File: src/rtl/vote_uart_pkg.sv
package vote_uart_pkg;
    typedef enum logic [1:0] {T_IDLE, T_ARMED, T_SEND} tx_state_e;
    typedef enum logic [2:0] {R_IDLE, R_START, R_DATA, R_NINTH, R_STOP} rx_state_e;
endpackage

File: src/rtl/vote_uart_tx.sv
module vote_uart_tx
    import vote_uart_pkg::*;
#(
    parameter int OSR = 16,
    parameter int DW  = 8
) (
    input  logic          clk,
    input  logic          rst_n,
    input  logic          baud_tick,
    input  logic          wr,
    input  logic [DW-1:0] data,
    input  logic          bit9,
    input  logic          nine,
    input  logic          ti_clr,
    output logic          txd,
    output logic          ti
);
    localparam int DIVW = $clog2(OSR);
    localparam int FW   = DW + 3;
    localparam int CW   = $clog2(FW + 1);

    tx_state_e       st_q, st_d;
    logic [DIVW-1:0] div_q;
    logic [FW-1:0]   sh_q;
    logic [CW-1:0]   cnt_q, last_q;
    logic            ti_q;
    logic            roll;

    assign roll = baud_tick && (div_q == DIVW'(OSR - 1));

    // free-running oversample counter
    always_ff @(posedge clk or negedge rst_n) begin
        if (!rst_n)         div_q <= '0;
        else if (baud_tick) div_q <= roll ? '0 : div_q + 1'b1;
    end

    // next-state logic
    always_comb begin
        st_d = st_q;
        unique case (st_q)
            T_IDLE:  if (wr) st_d = T_ARMED;
            T_ARMED: if (roll) st_d = T_SEND;
            T_SEND:  if (roll && cnt_q == last_q) st_d = T_IDLE;
            default: st_d = T_IDLE;
        endcase
    end

    // state register
    always_ff @(posedge clk or negedge rst_n) begin
        if (!rst_n) st_q <= T_IDLE;
        else        st_q <= st_d;
    end

    // frame shifter and transmit flag
    always_ff @(posedge clk or negedge rst_n) begin
        if (!rst_n) begin
            sh_q   <= '1;
            cnt_q  <= '0;
            last_q <= '0;
            ti_q   <= 1'b0;
        end else begin
            if (st_q == T_IDLE && wr) begin
                sh_q   <= nine ? {1'b1, bit9, data, 1'b0} : {2'b11, data, 1'b0};
                last_q <= nine ? CW'(FW - 1) : CW'(FW - 2);
                cnt_q  <= '0;
            end else if (st_q == T_SEND && roll) begin
                sh_q  <= {1'b1, sh_q[FW-1:1]};
                cnt_q <= cnt_q + 1'b1;
            end
            if (st_q == T_SEND && roll && cnt_q == last_q - 1'b1) ti_q <= 1'b1;
            else if (ti_clr)                                     ti_q <= 1'b0;
        end
    end

    // outputs
    always_comb begin
        txd = (st_q == T_SEND) ? sh_q[0] : 1'b1;
        ti  = ti_q;
    end

    // the flag rises while the line carries the stop level
    p_ti_at_stop_r4: assert property (@(posedge clk) disable iff (!rst_n)
        $rose(ti) |-> txd);
    // the line is marking whenever no frame is in progress
    p_idle_marking_r2: assert property (@(posedge clk) disable iff (!rst_n)
        (st_q != T_SEND) |-> txd);
    // a write made while busy leaves the frame untouched
    p_busy_write_ignored_r2: assert property (@(posedge clk) disable iff (!rst_n)
        (st_q == T_SEND && wr && !roll) |=> $stable(sh_q));
endmodule

File: src/rtl/vote_uart_rx.sv
module vote_uart_rx
    import vote_uart_pkg::*;
#(
    parameter int OSR = 16,
    parameter int DW  = 8
) (
    input  logic          clk,
    input  logic          rst_n,
    input  logic          baud_tick,
    input  logic          rxd,
    input  logic          rx_en,
    input  logic          nine,
    input  logic          filt,
    input  logic          ri_clr,
    output logic [DW-1:0] data,
    output logic          bit9,
    output logic          ri
);
    localparam int DIVW = $clog2(OSR);
    localparam int BW   = $clog2(DW);
    localparam int MID  = OSR / 2;

    rx_state_e       st_q, st_d;
    logic [2:0]      sy_q;
    logic [DIVW-1:0] div_q;
    logic [1:0]      samp_q;
    logic [BW-1:0]   bit_q;
    logic [DW-1:0]   sh_q, data_q;
    logic            b9_q, bit9_q, ri_q;
    logic            rx_s, fall, vote_now, vote, fin_b9, deliver;

    assign rx_s     = sy_q[1];
    assign fall     = sy_q[2] && !rx_s;
    assign vote_now = baud_tick && (st_q != R_IDLE) && (div_q == DIVW'(MID + 1));
    assign vote     = (samp_q[1] & samp_q[0]) | (samp_q[1] & rx_s) | (samp_q[0] & rx_s);
    assign fin_b9   = nine ? b9_q : vote;
    assign deliver  = (st_q == R_STOP) && vote_now && !ri_q && !(nine && filt && !fin_b9);

    // synchronizer, edge history, oversample counter, sample window
    always_ff @(posedge clk or negedge rst_n) begin
        if (!rst_n) begin
            sy_q   <= 3'b111;
            div_q  <= '0;
            samp_q <= 2'b11;
        end else begin
            sy_q <= {sy_q[1:0], rxd};
            if (st_q == R_IDLE) div_q <= '0;
            else if (baud_tick) div_q <= div_q + 1'b1;
            if (baud_tick && (div_q == DIVW'(MID - 1) || div_q == DIVW'(MID)))
                samp_q <= {samp_q[0], rx_s};
        end
    end

    // next-state logic
    always_comb begin
        st_d = st_q;
        unique case (st_q)
            R_IDLE:  if (rx_en && fall) st_d = R_START;
            R_START: if (vote_now) st_d = vote ? R_IDLE : R_DATA;
            R_DATA:  if (vote_now && bit_q == BW'(DW - 1)) st_d = nine ? R_NINTH : R_STOP;
            R_NINTH: if (vote_now) st_d = R_STOP;
            R_STOP:  if (vote_now) st_d = R_IDLE;
            default: st_d = R_IDLE;
        endcase
    end

    // state register
    always_ff @(posedge clk or negedge rst_n) begin
        if (!rst_n) st_q <= R_IDLE;
        else        st_q <= st_d;
    end

    // shifter, holding register and receive flag
    always_ff @(posedge clk or negedge rst_n) begin
        if (!rst_n) begin
            bit_q  <= '0;
            sh_q   <= '0;
            b9_q   <= 1'b0;
            data_q <= '0;
            bit9_q <= 1'b0;
            ri_q   <= 1'b0;
        end else begin
            if (vote_now) begin
                if (st_q == R_START) bit_q <= '0;
                if (st_q == R_DATA) begin
                    sh_q  <= {vote, sh_q[DW-1:1]};
                    bit_q <= bit_q + 1'b1;
                end
                if (st_q == R_NINTH) b9_q <= vote;
            end
            if (deliver) begin
                data_q <= sh_q;
                bit9_q <= fin_b9;
                ri_q   <= 1'b1;
            end else if (ri_clr) begin
                ri_q <= 1'b0;
            end
        end
    end

    // outputs
    always_comb begin
        data = data_q;
        bit9 = bit9_q;
        ri   = ri_q;
    end

    // with the filter on, only frames with ninth bit 1 raise the flag
    p_filter_r8: assert property (@(posedge clk) disable iff (!rst_n)
        (nine && filt && $rose(ri)) |-> bit9);
    // the holding register keeps its byte while the flag is set
    p_hold_r9: assert property (@(posedge clk) disable iff (!rst_n)
        (ri && $past(ri)) |-> (data == $past(data)));
    // a disabled receiver stays idle
    p_disabled_r10: assert property (@(posedge clk) disable iff (!rst_n)
        (!rx_en && st_q == R_IDLE) |=> (st_q == R_IDLE));
    // a rejected start bit never raises the flag in the next cycle
    p_false_start_r6: assert property (@(posedge clk) disable iff (!rst_n)
        (st_q == R_START && vote_now && vote && !ri) |=> !ri);
endmodule

File: src/rtl/vote_uart.sv
module vote_uart #(
    parameter int OSR = 16,
    parameter int DW  = 8
) (
    input  logic          clk,
    input  logic          rst_n,
    input  logic          baud_tick,
    input  logic          rxd,
    input  logic          tx_wr,
    input  logic [DW-1:0] tx_data,
    input  logic          tx_bit9,
    input  logic          rx_en,
    input  logic          nine_mode,
    input  logic          addr_filter,
    input  logic          ti_clr,
    input  logic          ri_clr,
    output logic          txd,
    output logic [DW-1:0] rx_data,
    output logic          rx_bit9,
    output logic          ti,
    output logic          ri
);
    vote_uart_tx #(.OSR(OSR), .DW(DW)) u_tx (
        .clk(clk), .rst_n(rst_n), .baud_tick(baud_tick), .wr(tx_wr),
        .data(tx_data), .bit9(tx_bit9), .nine(nine_mode), .ti_clr(ti_clr),
        .txd(txd), .ti(ti)
    );

    vote_uart_rx #(.OSR(OSR), .DW(DW)) u_rx (
        .clk(clk), .rst_n(rst_n), .baud_tick(baud_tick), .rxd(rxd),
        .rx_en(rx_en), .nine(nine_mode), .filt(addr_filter), .ri_clr(ri_clr),
        .data(rx_data), .bit9(rx_bit9), .ri(ri)
    );

    // no flag is raised in the first cycle after reset
    p_reset_flags_r1: assert property (@(posedge clk) disable iff (!rst_n)
        $rose(rst_n) |-> (!ti && !ri));
endmodule

File: config.mk
export PLATFORM = sky130hd
export DESIGN_NAME = vote_uart
export DESIGN_NICKNAME = d
export VERILOG_FILES = /design/src/rtl/vote_uart_pkg.sv /design/src/rtl/vote_uart_tx.sv /design/src/rtl/vote_uart_rx.sv /design/src/rtl/vote_uart.sv
export SDC_FILE = /design/constraint.sdc
export NUM_CORES = 1
export LEC_CHECK = 0
export BUFFER_PORTS_ARGS = -buffer_cell sky130_fd_sc_hd__buf_2
export CAP_MARGIN = 30
export CORE_UTILIZATION = 55
export DETAILED_ROUTE_END_ITERATION = 7
export GPL_TIMING_DRIVEN = 0
export PLACE_DENSITY = 0.8
export SLEW_MARGIN = 20
export SYNTH_ARGS = -nofsm -noshare
export SYNTH_HDL_FRONTEND = slang
export SYNTH_SLANG_ARGS = --single-unit
File: constraint.sdc
create_clock -name clk -period 5.16 [get_ports clk]
set_input_delay 0.258 -clock clk [delete_from_list [all_inputs] [get_ports clk]]
set_output_delay 0.258 -clock clk [all_outputs]
set_load 0.01 [all_outputs]
# == Word-level counts from Yosys, hierarchy flattened ==
# Cells that the tools add are included.
# totals
regBits,60
wordCells,110
# classes
add_sub_neg,5
n_eq_ne,21
mux,29
bitwise,5
n_reduce_logical,34
# ops
operator,count
$mux 3,8
$mux 11,2
$mux 4,5
$logic_and 1x1->1,16
$pmux 3 s5,1
$add 4x1->4 const B,3
$eq 4x4->1 const B,3
$ne 2x1->1 const B,6
$mux 10,1
$mux 2,5
$reduce_bool 2->1,5
$eq 4x4->1,2
$eq 3x2->1 const B,2
$eq 3x3->1 const B,2
$mux 1,6
$pmux 2 s3,1
$reduce_and 2->1,3
$reduce_and 5->1,1
$eq 4x3->1 const B,1
$logic_not 1->1,4
$ne 2x2->1 const B,2
$sub 4x1->4 const B,1
$add 3x1->3 const B,1
$and 1x1->1,3
9 further kinds,10

# == Logic depth before layout (Yosys ltp) ==
# depth
word_depth,9
depth_mapped,7
mapped_depth_nobuf,6

# == Cells and area by module ==
# A second synthesis with hierarchy kept.
# hier_totals
cells_unflattened,232
area_unflattened_um2,2768.9
# by_module_without_submodules
module,instances,cells_per_inst,area_per_inst_um2,seq_area_each_um2
vote_uart_rx,1,122,1610.3,857.1
vote_uart_tx,1,110,1158.6,613.1

# == Least setup slack after synthesis ==
# OpenSTA, ideal clock, no wires.
# synth_path
path_kind,register to register
startpoint,register u_rx.div_q[1]
endpoint,register u_rx.sh_q[0]
arrival_time_ns,1.582
slack_ns,3.453
path_stages_with_launch,8
period_less_slack_ns,1.707
path_cell_list,dfrtp_1 inv_1 ha_1 nand4b_4 nor2_2 and3_1 buf_4 mux2_2
# synth_via
elab_chain_len,3
# synth_rtl
element,line,rtl
from (decl),vote_uart_rx.sv:25,logic [DIVW-1:0] div_q;
from (signal assigned),vote_uart_rx.sv:48,else if (baud_tick) div_q <= div_q + 1'b1;
$eq 4x4->1,vote_uart_rx.sv:34,assign vote_now = baud_tick && (st_q != R_IDLE) && (div_q == DIVW'(MID + 1));
$logic_and 1x1->1,vote_uart_rx.sv:34,
$reduce_and 2->1 (no line),n/a,
to (signal assigned),vote_uart_rx.sv:86,"sh_q <= {vote, sh_q[DW-1:1]};"
to (decl),vote_uart_rx.sv:28,"logic [DW-1:0] sh_q, data_q;"
# Every way passes these cells.
# A chain may end at the register's enable or synchronous reset.

# == Final worst setup path ==
# layout_path
startpoint,register u_rx.div_q[1]
endpoint,register u_rx.sh_q[4]
# Same word-level chain as after synthesis.

==> metrics.md <==
| Metric | Value |
|---|---|
| Maximum root-to-sink buffer count | 2 |
| Dominant cells by area after synthesis | dfrtp_1, dfstp_2, mux2_2 |
| Row count | 25 |
| Yosys cell types | 40 |
| Slowest CP cell | dfrtp_1 |
| Hold depth | 1 |
| Antenna viol nets, final | 0 |
| Die W | 71.8 um |
| DR iter-0 viols | 82 |
| R2r setup slk | 3.27 ns |
| Final Cell Area | 3080 sq um |
| Hold path start | rxd |
| CTS Buf Count | 9 |
| Vias in the first global route | 1762 |
| Largest fanout on the critical path | 10 |
| Antenna violations before repair | 0 |
| R2R depth | 7 |
| Post-CTS Resized | 0 |
| Overflow after GRT | 0 |
| Number of flops mapped to enable cells by yosys | 0 |
| Net count after synthesis | 263 |
| Cell count after synthesis | 236 |
| Startpoint Class | register |
| Max Clock Skew | 0.0101 ns |
| Yosys top cell area share | 40.2% |
| Fin cells | 337 |
| Worst Setup End Kind | register |
| Number of synthesized register bits | 58 |
| First-pass GRT wire length | 7690 um |
| Async SR Flop Fraction | 100% |
| Via density | 5.56 |
| Post-route minimum period | 1.89 ns |
| Placed cell areas | 2900 sq um |
| Die Ht | 71.8 um |
| Max Clock Freq | 0.529 GHz |
| DRT Pass-1 Iters | 6 |
| Syn avg cell area | 11.3 sq um |
| DRC Markers | 2 |
| Failing checks | design-rule violations |
| WL per Instance | 13.8 um |
| YS warnings | 0 |
| Fill cells | 365 |
| Post-synthesis xor/xnor area fraction | 3.60% |
| Worst vdd ir | 0.000192 V |
| Clock slew at reported path FFs | 0.06 ns |
| Sink Count | 58 |
| Die area | 5150 sq um |
| Drt total wl | 4650 um |
| Synth Area in Adders | 4.11% |
| Synth Area in Compound Gates | 8.98% |
| Main synth FF type | dfrtp_1 |
| Outcome | finished with violations |
| Critical Path Max Stage Delay | 0.41 ns |
| CTS tree | built |
| RD Place Congestion | 0.805 |
| Largest family of logic cells by synthesized area | simple AND/OR/NAND/NOR gates |
| Total Routing Usage GR | 19.7% |
| Most frequent cells after synthesis | dfrtp_1, nand2_1, mux2_2 |
| Worst slew margin | 54.1% |
| Hold endpoint | u_rx.sy_q[0]$_DFF_PN1_ |
| CP required | 5.38 ns |
| Diode count | 0 |
| Area growth from synthesis to layout | 15.0% |
| Final setup violation count | 0 |
| Setup TNS | 0 ns |
| Mux contribution to synthesized area | 9.96% |
| P_leak | 1.49 nW |
| DPL Wire Length | 3110 um |
| Largest area contributor in the netlist | dfrtp_1 |
| Actual slew at the worst max-slew pin | 0.688 ns |
| Reg2Reg Capture Point | u_rx.sh_q[4]$_DFFE_PN0P_ |
| Final hold viol count | 0 |
| Final Max Slew Viols | 0 |
| Core Area | 4690 sq um |
| Netlist Area Pre-Place | 2680 sq um |
| Power per cell area | 419 nW/um^2 |
| H-tree depth | 3 |
| Worst path cell trace | inv_1 -> ha_1 -> nand4b_4 -> nor2_2 -> and3_1 -> buf_4 -> mux2_2 |
| Post-CTS setup buffers | 0 |
| Clk_lat worst skew | 0.34 ns |
| Reg2reg start | u_rx.div_q[1]$_DFFE_PN0P_ |
| Max_cap viols | 0 |
| Dpl cells | 320 |
| Layout cell share with drive strength beyond 1 | 31.8% |
| Worst min-delay path class | in2reg |
| Fraction of the yosys area taken by sequential cells | 54.9% |
| Synth Area in Simple Gates | 15.5% |
| Arrival time at the worst endpoint | 2.11 ns |
| Starting density of the core | 57.0% |
| Final net count | 305 |
| Count leader, synth | dfrtp_1 |
| Sequential Area | 1470 sq um |
| Clock Tree Root | clkbuf_8 |
| Largest net degree at the start of global routing | 59 |
| Final cycle utilization of the critical path | 36.7% |
| CP Class | reg2reg |
| RSZ-0062 raised after global routing | no |
| IO Count | 31 |
| Multi-input logic area | 1130 sq um |
| Via count | 1875 |
| Number of port buffers | 30 |
## flip-flops by register name (all words and copies together) (netlist names)
signal and cells:
u_rx.data 8, u_rx.b9_q 1, u_tx.div_q 4, u_rx.sy_q 3
u_tx.st_q 2, u_rx.bit9 1, u_tx.ti 1, u_tx.cnt_q 4
u_tx.sh_q 10, u_rx.st_q 3, u_rx.bit_q 3, u_rx.ri 1
u_tx.last_q 3, u_rx.samp_q 2, u_rx.div_q 4, u_rx.sh_q 8
## worst max-delay path by stage
stage                                         start                       end  slack, ns
final                     u_rx.div_q[1]$_DFFE_PN0P_  u_rx.sh_q[4]$_DFFE_PN0P_       3.27
after detailed placement  u_rx.div_q[1]$_DFFE_PN0P_  u_rx.sh_q[4]$_DFFE_PN0P_       3.27
after global routing      u_rx.div_q[1]$_DFFE_PN0P_  u_rx.sh_q[4]$_DFFE_PN0P_       3.15
after global placement    u_rx.div_q[1]$_DFFE_PN0P_  u_rx.sh_q[4]$_DFFE_PN0P_       3.31
after CTS                 u_rx.div_q[1]$_DFFE_PN0P_  u_rx.sh_q[4]$_DFFE_PN0P_       3.26
after floorplan           u_rx.div_q[1]$_DFFE_PN0P_  u_rx.sh_q[0]$_DFFE_PN0P_       3.45
## layout make-up
| type | instances | area share, % |
|---|---|---|
| inverter | 11 | 1.34 |
| multi-input combinational | 159 | 36.6 |
| buffer | 8 | 1.22 |
| tap | 54 | 2.20 |
| sequential | 58 | 47.8 |
| clock inverter | 5 | 0.976 |
| timing repair buffer | 31 | 5.28 |
| clock buffer | 11 | 4.59 |
## timing repair
| action | CTS | global route |
|---|---|---|
| hold buffers | 1 | 0 |
| setup endpoints to repair | 0 | 0 |
| endpoints found under the hold margin | 34 | 0 |
## placed cells by master (no fill, tap or decap), types with 3 or more instances in the layout
cell type,instances
dfrtp_1,43
buf_2,32
nand2_1,32
mux2_2,21
dfstp_2,15
o21ai_0,14
nor2_1,13
inv_1,11
clkbuf_8,10
a22oi_1,8
xnor2_1,8
ha_1,8
nor3_1,5
nand3_1,5
clkbuf_1,4
nand4_1,4
a21oi_1,4
o2bb2ai_1,4
nor2b_1,3
nand2b_1,3
mux2i_1,3
a31oi_1,3
xor2_1,3
clkinv_2,3
## metal layers
metal	GRT usage (%)	wire, um	up-vias	part of all wire (%)
li1	-	-	907	-
met1	23.6	2080	923	45
met2	32.8	2330	36	50
met3	5.49	158	9	3.4
met4	9.80	84	0	1.8
met5	0	0	-	0
## report_power, final
part | leakage [nW] | internal, mW | total [mW] | switching (mW)
clock network | 0.0851 | 0.184 | 0.356 | 0.172
logic | 0.676 | 0.125 | 0.279 | 0.154
registers | 0.727 | 0.577 | 0.655 | 0.0777
total | 1.49 | 0.886 | 1.29 | 0.404
## worst max-delay path, delay by kind of cell (launching register included)
kind                     cells  cell delay, ns
AND/OR/NAND/NOR              3            0.59
multiplexers                 1            0.34
buffers and inverters        2            0.25
adder cells (fa/ha/maj)      1            0.19
flip-flops                   1            0.41
## through the flow
stage	power, mW	setup slack, ns	util [%]	hold WS [ns]
3_3_place_gp	0.922	3.31	61.7	0.346
4_1_cts	1.30	3.26	65.6	0.00748
6_report	1.29	3.27	65.6	0.0226
5_1_grt	1.38	3.15	65.6	0.00289
3_5_place_dp	0.941	3.27	61.7	0.348
2_1_floorplan	0.860	3.45	-	-0.0376
## cells by family (layout without fill, tap and decap cells)
family / Yosys count / after routing
adder cells (fa/ha/maj): 9 / 9
AO/OA/AOI/OAI: 37 / 37
XOR/XNOR: 11 / 11
AND/OR/NAND/NOR: 78 / 78
flip-flops: 58 / 58
buffers and inverters: 19 / 66
multiplexers: 24 / 24
Power figures use the tool's default switching activity.
